==> config.mk <==
export PLATFORM = sky130hd
export DESIGN_NAME = pwm_timer8
export DESIGN_NICKNAME = d
export VERILOG_FILES = /design/src/rtl/pwm_timer8_pkg.sv /design/src/rtl/pwm_timer8_count.sv /design/src/rtl/pwm_timer8_cmpbuf.sv /design/src/rtl/pwm_timer8_wave.sv /design/src/rtl/pwm_timer8.sv
export SDC_FILE = /design/constraint.sdc
export NUM_CORES = 1
export LEC_CHECK = 0
export BUFFER_PORTS_ARGS = -buffer_cell sky130_fd_sc_hd__buf_2
export CORE_AREA = 2 2 98 138
export CTS_CLUSTER_SIZE = 12
export DETAILED_ROUTE_END_ITERATION = 10
export DIE_AREA = 0 0 100 140
export PLACE_DENSITY = 0.47
export SLEW_MARGIN = 0
export SYNTH_ARGS = -nofsm -noshare
export SYNTH_HDL_FRONTEND = slang
export SYNTH_SLANG_ARGS = --single-unit
==> constraint.sdc <==
create_clock -name clk -period 2.7 [get_ports clk]
set_input_delay 0.405 -clock clk [delete_from_list [all_inputs] [get_ports clk]]
set_output_delay 0.405 -clock clk [all_outputs]
set_load 0.02 [all_outputs]
==> src/rtl/pwm_timer8_pkg.sv <==
// Package pwm_timer8_pkg
// Holds the mode encoding shared by the timer modules, plus helpers that
// classify a mode value. It assumes the mode field is always 3 bits wide.
package pwm_timer8_pkg;

    typedef enum logic [2:0] {
        MD_FREE      = 3'd0,
        MD_PC_FULL   = 3'd1,
        MD_CLR_CMP   = 3'd2,
        MD_FAST_FULL = 3'd3,
        MD_RSV4      = 3'd4,
        MD_PC_CMPA   = 3'd5,
        MD_RSV6      = 3'd6,
        MD_FAST_CMPA = 3'd7
    } tmode_e;

    // dual-slope modes
    function automatic logic mode_is_pc(input logic [2:0] m);
        return (m == MD_PC_FULL) || (m == MD_PC_CMPA);
    endfunction

    // single-slope PWM modes
    function automatic logic mode_is_fast(input logic [2:0] m);
        return (m == MD_FAST_FULL) || (m == MD_FAST_CMPA);
    endfunction

    // reserved codes freeze the block
    function automatic logic mode_is_rsv(input logic [2:0] m);
        return (m == MD_RSV4) || (m == MD_RSV6);
    endfunction

    // modes whose TOP is the active compare A value
    function automatic logic mode_top_a(input logic [2:0] m);
        return (m == MD_CLR_CMP) || (m == MD_PC_CMPA) || (m == MD_FAST_CMPA);
    endfunction

endpackage

==> src/rtl/pwm_timer8_count.sv <==
// Module pwm_timer8_count
// The counter and its direction flop. Outside the dual-slope modes it wraps
// to zero after TOP. In the dual-slope modes it turns around at TOP and at
// zero, holding each for one tick. A load wins over a tick. It assumes the
// tick input is already gated off in the reserved modes.
module pwm_timer8_count
    import pwm_timer8_pkg::*;
#(
    parameter int CNT_W = 8
) (
    input  logic             clk,
    input  logic             rst_n,
    input  logic             tick,
    input  logic [2:0]       mode,
    input  logic [CNT_W-1:0] top,
    input  logic             ld,
    input  logic [CNT_W-1:0] ld_val,
    output logic [CNT_W-1:0] cnt,
    output logic             cnt_up
);

    localparam logic [CNT_W-1:0] ONE = CNT_W'(1);

    // advance, turn around or load the counter
    always_ff @(posedge clk) begin
        if (!rst_n) begin
            cnt    <= '0;
            cnt_up <= 1'b1;
        end else if (ld) begin
            cnt <= ld_val;
        end else if (tick) begin
            if (mode_is_pc(mode)) begin
                if (cnt_up) begin
                    if (cnt >= top) begin
                        if (cnt != '0) begin
                            cnt    <= cnt - ONE;
                            cnt_up <= 1'b0;
                        end
                    end else begin
                        cnt <= cnt + ONE;
                    end
                end else if (cnt == '0) begin
                    cnt_up <= 1'b1;
                    if (top != '0) cnt <= ONE;
                end else begin
                    cnt <= cnt - ONE;
                end
            end else begin
                cnt <= (cnt == top) ? '0 : cnt + ONE;
            end
        end
    end

    assert_load_R14: assert property (@(posedge clk) disable iff (!rst_n)
        ld |=> cnt == $past(ld_val));

    assert_pc_step_R3: assert property (@(posedge clk) disable iff (!rst_n)
        (tick && !ld && mode_is_pc(mode) && cnt != '0 && cnt < top)
        |=> (cnt == $past(cnt) + ONE) || (cnt == $past(cnt) - ONE));

endmodule

==> src/rtl/pwm_timer8_cmpbuf.sv <==
// Module pwm_timer8_cmpbuf
// One compare channel: a buffer that the register port writes, and the
// active copy used for matching. In immediate modes the active copy takes a
// write at once and otherwise tracks the buffer. In buffered modes it copies
// the buffer only when load is high.
module pwm_timer8_cmpbuf #(
    parameter int CNT_W = 8
) (
    input  logic             clk,
    input  logic             rst_n,
    input  logic             wr,
    input  logic [CNT_W-1:0] wdata,
    input  logic             immediate,
    input  logic             load,
    output logic [CNT_W-1:0] buf_q,
    output logic [CNT_W-1:0] act_q
);

    // hold the software-written value
    always_ff @(posedge clk) begin
        if (!rst_n)  buf_q <= '0;
        else if (wr) buf_q <= wdata;
    end

    // move the value into the active copy
    always_ff @(posedge clk) begin
        if (!rst_n)                 act_q <= '0;
        else if (wr && immediate)   act_q <= wdata;
        else if (immediate || load) act_q <= buf_q;
    end

    assert_imm_write_R6: assert property (@(posedge clk) disable iff (!rst_n)
        (wr && immediate) |=> act_q == $past(wdata));

    assert_buf_hold_R6: assert property (@(posedge clk) disable iff (!rst_n)
        (!immediate && !load) |=> $stable(act_q));

endmodule

==> src/rtl/pwm_timer8_wave.sv <==
// Module pwm_timer8_wave
// Channel B waveform register. It applies the action that the mode and the
// output-mode field select on each tick. The action may depend on a match, on
// zero, on the counting direction, or on compare equal to TOP. It assumes the
// tick input is already gated off in the reserved modes.
module pwm_timer8_wave
    import pwm_timer8_pkg::*;
#(
    parameter int CNT_W = 8
) (
    input  logic             clk,
    input  logic             rst_n,
    input  logic             tick,
    input  logic [2:0]       mode,
    input  logic [1:0]       omode,
    input  logic [CNT_W-1:0] cnt,
    input  logic             cnt_up,
    input  logic [CNT_W-1:0] cmp,
    input  logic [CNT_W-1:0] top,
    output logic             wave
);

    logic wave_nxt;
    logic hit;

    assign hit = (cnt == cmp);

    // choose the next level from the mode and the event
    always_comb begin
        wave_nxt = wave;
        if (tick && omode[1]) begin
            if (mode_is_pc(mode)) begin
                if (cmp == top)  wave_nxt = omode[0];
                else if (hit)    wave_nxt = cnt_up ? omode[0] : ~omode[0];
            end else if (mode_is_fast(mode)) begin
                if (hit)             wave_nxt = omode[0];
                else if (cnt == '0)  wave_nxt = ~omode[0];
            end else if (hit) begin
                wave_nxt = ~wave;
            end
        end
    end

    // register the waveform
    always_ff @(posedge clk) begin
        if (!rst_n) wave <= 1'b0;
        else        wave <= wave_nxt;
    end

    assert_top_edge_R10: assert property (@(posedge clk) disable iff (!rst_n)
        (tick && mode_is_pc(mode) && omode[1] && cmp == top) |=> wave == $past(omode[0]));

    assert_disc_hold_R12: assert property (@(posedge clk) disable iff (!rst_n)
        !omode[1] |=> $stable(wave));

endmodule

==> src/rtl/pwm_timer8.sv <==
// Module pwm_timer8
// Top of the timer. It holds the control and flag registers and the register
// port, derives TOP and the compare-load strobe, and instantiates the counter,
// two compare channels and the waveform stage. It assumes CNT_W >= 6, so that
// the control fields fit in one data word.
module pwm_timer8
    import pwm_timer8_pkg::*;
#(
    parameter int CNT_W  = 8,
    parameter int ADDR_W = 3
) (
    input  logic              clk,
    input  logic              rst_n,
    input  logic              tick_en,
    input  logic              reg_wr,
    input  logic [ADDR_W-1:0] reg_addr,
    input  logic [CNT_W-1:0]  reg_wdata,
    output logic [CNT_W-1:0]  reg_rdata,
    output logic              wave_b,
    output logic              wave_b_en,
    output logic              ovf_flag,
    output logic              match_a_flag,
    output logic              match_b_flag
);

    localparam int NCH = 2;
    localparam logic [CNT_W-1:0]  MAXV     = {CNT_W{1'b1}};
    localparam logic [ADDR_W-1:0] AD_CTRL  = ADDR_W'(0);
    localparam logic [ADDR_W-1:0] AD_COUNT = ADDR_W'(1);
    localparam int                AD_CMP0  = 2;
    localparam logic [ADDR_W-1:0] AD_FLAGS = ADDR_W'(4);

    logic [2:0]       mode_q;
    logic [1:0]       om_q;
    logic [2:0]       flags_q;
    logic [CNT_W-1:0] cnt;
    logic             cnt_up;
    logic [CNT_W-1:0] top;
    logic             tick_ok;
    logic             is_pc;
    logic             is_fast;
    logic             cmp_ld;
    logic             ovf_hit;
    logic [CNT_W-1:0] cmp_buf [NCH];
    logic [CNT_W-1:0] cmp_act [NCH];

    assign is_pc   = mode_is_pc(mode_q);
    assign is_fast = mode_is_fast(mode_q);
    assign tick_ok = tick_en && !mode_is_rsv(mode_q);
    assign top     = mode_top_a(mode_q) ? cmp_act[0] : MAXV;
    assign cmp_ld  = tick_ok && ((is_pc && cnt == top) || (is_fast && cnt == '0));
    assign ovf_hit = tick_ok && (is_pc ? (cnt == '0)
                             : (mode_q == MD_FAST_CMPA) ? (cnt == top) : (cnt == MAXV));

    // control register write
    always_ff @(posedge clk) begin
        if (!rst_n) begin
            mode_q <= '0;
            om_q   <= '0;
        end else if (reg_wr && reg_addr == AD_CTRL) begin
            mode_q <= reg_wdata[2:0];
            om_q   <= reg_wdata[5:4];
        end
    end

    // sticky flags: write-one clears, a new event wins over a clear
    always_ff @(posedge clk) begin
        if (!rst_n) begin
            flags_q <= '0;
        end else begin
            flags_q <= (flags_q & ~((reg_wr && reg_addr == AD_FLAGS) ? reg_wdata[2:0] : 3'b000))
                     | {tick_ok && cnt == cmp_act[1], tick_ok && cnt == cmp_act[0], ovf_hit};
        end
    end

    pwm_timer8_count #(.CNT_W(CNT_W)) u_count (
        .clk    (clk),
        .rst_n  (rst_n),
        .tick   (tick_ok),
        .mode   (mode_q),
        .top    (top),
        .ld     (reg_wr && reg_addr == AD_COUNT),
        .ld_val (reg_wdata),
        .cnt    (cnt),
        .cnt_up (cnt_up)
    );

    for (genvar c = 0; c < NCH; c++) begin : g_ch
        pwm_timer8_cmpbuf #(.CNT_W(CNT_W)) u_cmp (
            .clk       (clk),
            .rst_n     (rst_n),
            .wr        (reg_wr && reg_addr == ADDR_W'(AD_CMP0 + c)),
            .wdata     (reg_wdata),
            .immediate (!is_pc && !is_fast),
            .load      (cmp_ld),
            .buf_q     (cmp_buf[c]),
            .act_q     (cmp_act[c])
        );
    end

    pwm_timer8_wave #(.CNT_W(CNT_W)) u_wave (
        .clk    (clk),
        .rst_n  (rst_n),
        .tick   (tick_ok),
        .mode   (mode_q),
        .omode  (om_q),
        .cnt    (cnt),
        .cnt_up (cnt_up),
        .cmp    (cmp_act[1]),
        .top    (top),
        .wave   (wave_b)
    );

    // read multiplexer
    always_comb begin
        reg_rdata = '0;
        if (reg_addr == AD_CTRL)       reg_rdata = CNT_W'({2'b00, om_q, 1'b0, mode_q});
        else if (reg_addr == AD_COUNT) reg_rdata = cnt;
        else if (reg_addr == ADDR_W'(AD_CMP0))     reg_rdata = cmp_buf[0];
        else if (reg_addr == ADDR_W'(AD_CMP0 + 1)) reg_rdata = cmp_buf[1];
        else if (reg_addr == AD_FLAGS) reg_rdata = CNT_W'(flags_q);
    end

    assign wave_b_en    = om_q[1];
    assign ovf_flag     = flags_q[0];
    assign match_a_flag = flags_q[1];
    assign match_b_flag = flags_q[2];

    assert_match_a_R7: assert property (@(posedge clk) disable iff (!rst_n)
        (tick_ok && cnt == cmp_act[0]) |=> match_a_flag);

    assert_rsv_hold_R13: assert property (@(posedge clk) disable iff (!rst_n)
        (mode_is_rsv(mode_q) && !(reg_wr && reg_addr == AD_COUNT)) |=> $stable(cnt));

    assert_free_step_R2: assert property (@(posedge clk) disable iff (!rst_n)
        (tick_en && mode_q == MD_FREE && !reg_wr) |=> cnt == $past(cnt) + CNT_W'(1));

endmodule

== After elaboration in Yosys (flattened, before gate mapping) ==
Index checks and enable logic that the tools add are counted.
W data, S select, Z words.

* $add $sub $neg: 2
* Magnitude comparators: 1
* Equal/unequal tests: 19
* Multiplexer cells: 34
* Bitwise logic cells: 6
* Reduce and logical (&&, ||, !) cells: 38

{| class="wikitable"
|+ Operator list
! kind !! count
|-
| $mux W8 || 18
|-
| $eq A8 B8 Y1 || 4
|-
| $logic_and A1 B1 Y1 || 16
|-
| $reduce_bool A8 Y1 || 2
|-
| $eq A3 B3 Y1 const B || 5
|-
| $mux W1 || 14
|-
| $eq A3 B2 Y1 const B || 4
|-
| $add A8 B1 Y8 const B || 1
|-
| $eq A8 B8 Y1 const B || 1
|-
| $ge A8 B8 Y1 || 1
|-
| $logic_not A8 Y1 || 1
|-
| $sub A8 B1 Y8 const B || 1
|-
| $logic_or A1 B1 Y1 || 7
|-
| $eq A3 B1 Y1 const B || 2
|-
| $mux W3 || 2
|-
| $reduce_and A3 Y1 || 2
|-
| $reduce_bool A2 Y1 || 3
|-
| $reduce_bool A3 Y1 || 2
|-
| $ne A5 B2 Y1 const B || 1
|-
| $ne A5 B4 Y1 const B || 1
|-
| $reduce_and A4 Y1 || 1
|-
| $and A3 B3 Y3 || 1
|-
| $logic_not A1 Y1 || 3
|-
| $logic_not A3 Y1 || 1
|-
| other kinds (4) || 6
|}

* Flip-flop bits (word level): 50
* Input port bits: 15
* Output and inout bits: 13

== Depth between registers and ports, before layout ==
Gate-level depths: netlist (run 1).

* Depth after elaboration: 11
* Depth in mapped cells: 14
* Mapped depth without buffers: 11

== Modules after synthesis ==
A second synthesis (run 1) with hierarchy kept.

* Cell total of the unflattened synthesis: 459
* Area, all modules: 3843.7 µm²

{| class="wikitable"
|+ Modules (own cells, without submodules)
! module !! times used !! cells an instance !! area each (µm²) !! sequential area each (µm²)
|-
| pwm_timer8_cmpbuf || 2 || 63 || 661.9 || 320.3
|-
| pwm_timer8 || 1 || 147 || 1124.8 || 160.2
|-
| pwm_timer8_count || 1 || 150 || 1111.1 || 180.2
|-
| pwm_timer8_wave || 1 || 36 || 284.0 || 20.0
|}

== Worst setup path after synthesis (run 1) ==
OpenSTA, ideal clock, no wires.

* Kind: reg2reg
* From: register mode_q[1]
* To: register u_count.cnt[2]
* Library setup time: 117 ps
* Data arrival time: 2870 ps
* Data required time: 2583 ps
* Path slack: -287 ps
* Stages on the path, launching flop included: 14
* Buffers on the path: 2
* Cells stage by stage: dfxtp_1 > or3b_2 > and2_1 > clkbuf_1 > nor2_1 > ha_1 > nand4_1 > nor2_1 > o211a_1 > or3_1 > buf_6 > a21oi_4 > o22ai_1 > a32o_1

* Word-level cells in the longest chain between the ends: 10
* Elaborated cells on any way between the ends: 26
* Those cells by class: order compare (1); eq/ne (9); mux (7); reduce/logical (9)

{| class="wikitable"
|+ RTL lines
! what !! RTL line !! RTL
|-
| start, declared || pwm_timer8.sv:33 || <nowiki>logic [2:0] mode_q;</nowiki>
|-
| start signal, assigned || pwm_timer8.sv:61 || <nowiki>mode_q <= reg_wdata[2:0];</nowiki>
|-
| $eq A3 B2 Y1 / $eq A3 B3 Y1 (equally long branches) || pwm_timer8_pkg.sv:34, pwm_timer8_pkg.sv:19 ||
|-
| $logic_or A1 B1 Y1 (2 in a row) || pwm_timer8_pkg.sv:34 || <nowiki>return (m == MD_CLR_CMP) || (m == MD_PC_CMPA) || (m == MD_FAST_CMPA);</nowiki>
|-
| $mux W8 || pwm_timer8.sv:50 || <nowiki>assign top = mode_top_a(mode_q) ? cmp_act[0] : MAXV;</nowiki>
|-
| $ge A8 B8 Y1 || pwm_timer8_count.sv:34 || <nowiki>if (cnt >= top) begin</nowiki>
|-
| $mux W8 || pwm_timer8_count.sv:34 ||
|-
| $mux W8 || pwm_timer8_count.sv:33 || <nowiki>if (cnt_up) begin</nowiki>
|-
| $mux W8 || pwm_timer8_count.sv:32 || <nowiki>if (mode_is_pc(mode)) begin</nowiki>
|-
| $mux W8 || pwm_timer8_count.sv:31 || <nowiki>end else if (tick) begin</nowiki>
|-
| $mux W8 || pwm_timer8_count.sv:29 || <nowiki>end else if (ld) begin</nowiki>
|-
| end signal, assigned || pwm_timer8_count.sv:30 || <nowiki>cnt <= ld_val;</nowiki>
|-
| end signal, assigned || pwm_timer8_count.sv:36 || <nowiki>cnt <= cnt - ONE;</nowiki>
|-
| end signal, assigned || pwm_timer8_count.sv:40 || <nowiki>cnt <= cnt + ONE;</nowiki>
|-
| end, declared || pwm_timer8_count.sv:18 || <nowiki>output logic [CNT_W-1:0] cnt,</nowiki>
|}

Several ways; a longest one is shown, not always the timed one. The select of a mux whose other input is x is not followed.
A chain may end at the register's enable or synchronous reset.

== Worst setup path in the final report (run 1) ==
* From: register mode_q[0]
* To: register u_count.cnt[2]

The elaborated chain is that of the path after synthesis.

==> results.sh, run 1 <==
export IMPL_grt_max_degree=33
export IMPL_dieArea_sq_mm=0.0140
export IMPL_avgSynthCellArea_sq_um=7.54
export IMPL_cts_max_level=2
export IMPL_crit_path_end_kind="register"
export IMPL_cpPeakStageDelay_ns=0.42
export IMPL_yosys_warnings=0
export IMPL_power_uw=1970
export IMPL_clockRootBuffer="clkbuf_16"
export IMPL_pre_cts_ws_ns=-0.211
export IMPL_rr_worst_depth=11
export IMPL_postCtsHoldBufs=0
export IMPL_fin_crit_ns=2.78
export IMPL_cp_arrival_ns=2.97
export IMPL_worstHoldPathCells=3
export IMPL_finalCritPeriodShare_pct=103
export IMPL_postRouteAntennaNets=0
export IMPL_synth_seq_cells=50
export IMPL_worstMarginPinSlew_ns=0.574
export IMPL_antennaDiodeCount=0
export IMPL_die_y_um=140
export IMPL_track_usage_pct=19.6
export IMPL_setup_slack_ns=-0.0801
export IMPL_synth_ff_type="dfxtp_1"
export IMPL_cp_startpoint="mode_q[0]"
export IMPL_slew_violations=0
export IMPL_p_per_area_mw_per_mm2=409
export IMPL_hold_start="reg_wdata[6]"
export IMPL_synth_nets=522
export IMPL_yosysUniqueCellTypes=57
export IMPL_p_int_uw=1380
export IMPL_grt_pass1_vias=3816
export IMPL_p_sw_uw=586
export IMPL_register_area_sq_mm=0.00100
export IMPL_multi_input_area_sq_mm=0.00277
export IMPL_rows=49
export IMPL_start_kind="register"
export IMPL_insertion_delay_ns=0.30
export IMPL_p_clk_share_pct=37.8
export IMPL_fillers=1369
export IMPL_cp_required_ns=2.89
export IMPL_numCtsBuffers=5
export IMPL_drc=0
export IMPL_p_leak_uw=0.00218
export IMPL_routed_wirelength_um=13900
export IMPL_rsz0062_at_grt="true"
export IMPL_drive_gt1_share_pct=26.2
export IMPL_r2r_end="u_count.cnt[2]"
export IMPL_cp_max_fo=7
export IMPL_r2r_slack_ns=-0.08
export IMPL_drt_pass1_iterations=5
export IMPL_path_class="register to register"
export IMPL_drt_iter0_markers=278
export IMPL_synth_seq_area_share_pct=26.7
export IMPL_crit_chain="or3b_4, and2_4, nor2_2, ha_1, nand4_1, buf_4, o221ai_2, or3_4, a21oi_4, o22ai_1, a32o_1"
export IMPL_nNetsFinal=577
export IMPL_cts_sinks=50
export IMPL_swShare_pct=29.8
export IMPL_r2r_start="mode_q[0]"
export IMPL_finClkSkew_ns=0.00629
export IMPL_setup_viol=6
export IMPL_die_w_um=100
export IMPL_vias_per_cell=5.66
export IMPL_gp_congestion=0.854
export IMPL_grt_pass1_wl_um=21100
export IMPL_synth_edff_count=0
export IMPL_grt_ovfl_total=0
export IMPL_utilization_pct=37.7
export IMPL_dp_hpwl_um=10300
export IMPL_antenna_found_initial=0
export IMPL_fmax_mhz=360
export IMPL_outcome="finished, violations left"
export IMPL_hold_path_end="g_ch[0].u_cmp.buf_q[6]"
export IMPL_slowest_stage="or3_4"
export IMPL_p_comb_share_pct=21.7
export IMPL_clk_path_buf_depth=2
export IMPL_drt_wirelength_per_cell_um=19.7
export IMPL_violations="negative setup slack"
export IMPL_postSynthCellCount=497
export IMPL_p_seq_share_pct=40.6
export IMPL_synthToLayoutAreaGrowth_pct=28.1
export IMPL_hp_class="primary input to register"
export IMPL_synthArstFlopShare_pct=0
export IMPL_vias=3997
export IMPL_clkTransAtPathRegs_ns=0.07
export IMPL_initial_core_util_pct=29.4
export IMPL_core_sq_mm=0.0128
export IMPL_port_buffers=27
export IMPL_syn_area_sq_mm=0.00375
export IMPL_hold_viol=0
export IMPL_drv_cap=0
export IMPL_most_common_layout_cells="nand2_1 (75), buf_4 (55), dfxtp_1 (48)"
export IMPL_pin_count=28
export IMPL_slew_headroom_pct=61.6
export IMPL_ir_worst_vdd_uv=235
export IMPL_cts_tree="yes"
export IMPL_final_common_cell="nand2_1"
-- critical path: cells and delay by family, from the launching register on --
kind / cells / cell delay, ns
compound gates: 4 / 0.73
fa+ha+maj: 1 / 0.24
buf+inv: 1 / 0.13
flops: 1 / 0.32
simple gates: 5 / 1.25
-- cells in the mapped netlist (all sizes together) (6+ instances only) --
cell / n / area share (%)
inv: 9 / 0.90
dfxtp: 50 / 27
clkbuf: 38 / 3.8
mux2i: 9 / 2.4
o21ai: 41 / 5.5
nor4: 7 / 1.2
nand3b: 6 / 1.2
a21boi: 16 / 3.2
nor2b: 13 / 2.2
nor2: 26 / 2.6
o211a: 17 / 4.5
xnor2: 13 / 3.0
ha: 10 / 3.3
nor3: 13 / 1.7
nand4: 6 / 1.0
a21oi: 21 / 3.1
nand3: 28 / 3.7
nand2: 76 / 7.6
o21a: 7 / 1.4
xor2: 15 / 3.5
-- power by group through the flow --
stage | clock network (uW) | registers (uW) | logic, uW
after global placement | 0 | 814 | 392
after CTS | 751 | 797 | 398
after floorplan | 0 | 804 | 247
final | 742 | 798 | 426
after global routing | 778 | 802 | 464
after detailed placement | 0 | 814 | 394
-- sequential cells by signal (all words and copies together), names as in the netlist --
register,count
u_wave.wave,1
u_count.cnt_up,1
u_count.cnt,8
om_q,2
g_ch.u_cmp.act_q,16
mode_q,3
flags_q,3
g_ch.u_cmp.buf_q,16
-- area by class of cell --
| cell class | count | area share, % |
|---|---|---|
| Tap cell | 153 | 3.99 |
| Clock buffer | 6 | 2.68 |
| Clock inverter | 2 | 0.781 |
| Inverter | 9 | 0.703 |
| Multi-Input combinational cell | 396 | 57.6 |
| Timing Repair Buffer | 90 | 13.4 |
| Sequential cell | 50 | 20.9 |
-- routing by layer --
metal / global-route usage [%] / vias up / wire length [um]
met2: 35.0 / 129 / 7290
met4: 9.66 / 0 / 588
met1: 22.6 / 1925 / 5460
li1: - / 1897 / -
met3: 2.79 / 46 / 580
met5: 0 / - / 0
-- worst max-delay path by stage --
stage | slack [ns] | endpoint | depth (start not counted)
floorplan | -0.10 | u_count.cnt[2] | 13
detailed placement | -0.21 | u_count.cnt[7] | 11
finish | -0.08 | u_count.cnt[2] | 11
global route | -0.16 | u_count.cnt[1] | 11
global placement | -0.09 | u_count.cnt[2] | 10
CTS | -0.02 | g_ch[0].u_cmp.act_q[6] | 13
-- through the flow --
step                instance area, sq um  TNS (ns)  std cells  hold WS [ns]
floorplan                           3770    -0.396        497         0.450
detailed placement                  4300     -1.09        686         0.474
CTS                                 4500   -0.0229        696         0.425
global route                        4800     -1.93        706         0.440
global placement                    4300    -0.389        686         0.464
finish                              4800    -0.227        706         0.429
-- cell families (layout without fill, tap and decap cells) --
kind of cell / after synthesis / in the layout / share of synthesized area, %
xor gates and xnor gates: 28 / 28 / 6.54
buffers and inverters: 52 / 107 / 5.67
and+or+nand+nor: 207 / 207 / 27.9
AOI/OAI and AO/OA: 135 / 136 / 24.7
muxes: 15 / 15 / 5.11
DFF: 50 / 50 / 26.7
adders and majority gates: 10 / 10 / 3.34
-- timing repair --
action	in CTS	in global routing
pin swaps	3	8
buffers inserted	1	7
cloned	1	3
setup endpoints to repair	11	25
resized for setup	5	49
Note: power is estimated with default switching activity, not from simulation.
==> run 2: changes to the inputs <==
- REMOVE_ABC_BUFFERS: not set -> 1
==> results.sh, run 2 (synthesized netlist as in run 1, its figures left out) <==
export IMPL_vias=3936
export IMPL_drt_pass1_iterations=4
export IMPL_hold_viol=0
export IMPL_postCtsHoldBufs=0
export IMPL_p_per_area_mw_per_mm2=410
export IMPL_p_leak_uw=0.00207
export IMPL_cp_arrival_ns=2.95
export IMPL_rsz0062_at_grt="true"
export IMPL_crit_path_end_kind="register"
export IMPL_cts_max_level=2
export IMPL_nNetsFinal=570
export IMPL_numCtsBuffers=5
export IMPL_dp_hpwl_um=10500
export IMPL_place_area_sq_mm=0.00430
export IMPL_vias_per_cell=5.63
export IMPL_p_sw_uw=579
export IMPL_hp_class="primary input to register"
export IMPL_slew_headroom_pct=58.9
export IMPL_pin_count=28
export IMPL_ir_worst_vdd_uv=219
export IMPL_drc=0
export IMPL_path_class="register to register"
export IMPL_drive_gt1_share_pct=23.3
export IMPL_fin_crit_ns=2.75
export IMPL_finalCritPeriodShare_pct=102
export IMPL_utilization_pct=36.6
export IMPL_start_kind="register"
export IMPL_crit_chain="or3b_4, and2_4, nor2_2, ha_1, nand4_1, buf_4, o221ai_2, or3_4, a21oi_4, o22ai_1, a32o_1"
export IMPL_fmax_mhz=363
export IMPL_swShare_pct=30.2
export IMPL_setup_viol=7
export IMPL_antennaDiodeCount=0
export IMPL_stdcell_area_sq_mm=0.00467
export IMPL_clockRootBuffer="clkbuf_16"
export IMPL_synthToLayoutAreaGrowth_pct=24.7
export IMPL_clk_path_buf_depth=2
export IMPL_cpPeakStageDelay_ns=0.47
export IMPL_cts_tree="yes"
export IMPL_top_regs="g_ch.u_cmp.act_q: 16 flops, g_ch.u_cmp.buf_q: 16 flops, u_count.cnt: 8 flops"
export IMPL_grt_pass1_vias=3879
export IMPL_drv_cap=0
export IMPL_slew_violations=0
export IMPL_grt_max_degree=35
export IMPL_drt_iter0_markers=246
export IMPL_die_w_um=100
export IMPL_port_buffers=27
export IMPL_gp_congestion=0.921
export IMPL_cts_sinks=50
export IMPL_routed_wirelength_um=14200
export IMPL_p_comb_share_pct=22.4
export IMPL_power_uw=1920
export IMPL_cp_required_ns=2.89
export IMPL_cp_max_fo=7
export IMPL_track_usage_pct=20.4
export IMPL_dieArea_sq_mm=0.0140
export IMPL_most_common_layout_cells="nand2_1 (75), buf_4 (50), dfxtp_1 (48)"
export IMPL_violations="negative setup slack"
export IMPL_core_sq_mm=0.0128
export IMPL_p_clk_share_pct=36.2
export IMPL_final_common_cell="nand2_1"
export IMPL_insertion_delay_ns=0.30
export IMPL_rows=49
export IMPL_clkTransAtPathRegs_ns=0.07
export IMPL_initial_core_util_pct=29.4
export IMPL_outcome="finished, violations left"
export IMPL_setup_slack_ns=-0.0536
export IMPL_postRouteAntennaNets=0
export IMPL_slowest_stage="or3_4"
export IMPL_fin_tns_setup_ns=-0.165
export IMPL_p_int_uw=1340
export IMPL_antenna_found_initial=0
export IMPL_fin_hold_ws_ns=0.434
export IMPL_fillers=1339
export IMPL_die_y_um=140
export IMPL_p_seq_share_pct=41.5
export IMPL_finClkSkew_ns=0.00574
export IMPL_grt_pass1_wl_um=21900
export IMPL_grt_ovfl_total=0
export IMPL_worstMarginPinSlew_ns=0.614
export IMPL_drt_wirelength_per_cell_um=20.3
==> run 2: final timing paths <==
| path | start | endpoint | slack, ns | cells past startpoint |
|---|---|---|---|---|
| max reg2reg | mode_q[2] | u_count.cnt[2] | -0.05 | 11 |
| min reg2reg | g_ch[0].u_cmp.buf_q[3] | g_ch[0].u_cmp.buf_q[3] | 0.48 | 2 |
| min | reg_wdata[6] | g_ch[0].u_cmp.buf_q[6] | 0.43 | 3 |
| max | mode_q[2] | u_count.cnt[2] | -0.05 | 11 |
==> run 2: power by group through the flow <==
stage / clock [uW] / sequential (uW) / combinational [uW]
5_1_grt: 731 / 797 / 467
6_report: 693 / 794 / 428
2_1_floorplan: 0 / 824 / 200
3_5_place_dp: 0 / 810 / 405
4_1_cts: 706 / 792 / 417
3_3_place_gp: 0 / 810 / 403
==> run 2: routing by layer <==
layer	vias up	track usage, %	wire (um)
met1	1915	23.3	5600
li1	1887	-	-
met3	30	2.69	583
met5	-	0	0
met2	104	37.2	7470
met4	0	8.80	541
==> run 2: cell type report <==
class	count	area, sq um	area share, %
timing repair buffer	83	603	12.9
clock buffer	7	153	3.27
sequential	50	1000	21.5
clock inverter	1	8.76	0.187
multi-input combinational	396	2680	57.3
tap	153	191	4.10
inverter	9	33.8	0.723
==> run 2: worst max-delay path, delay by kind of cell (launching register included) <==
family          cells  cell delay [ns]
simple gates        5             1.26
flops               1             0.32
buf+inv             1             0.14
compound gates      4             0.70
fa+ha+maj           1             0.24
==> run 2: repair_timing <==
action                                  CTS  global route
endpoints found under the setup margin   24            25
cloned                                    2             0
setup buffers                             5             0
pin swaps                                 8             7
resized for setup                        22            16
==> run 2: metrics by stage <==
step                cells  worst slack, ns
finish                699          -0.0536
global route          699           -0.165
CTS                   699          -0.0370
detailed placement    685           -0.328
global placement      685           -0.265
floorplan             454            -1.11
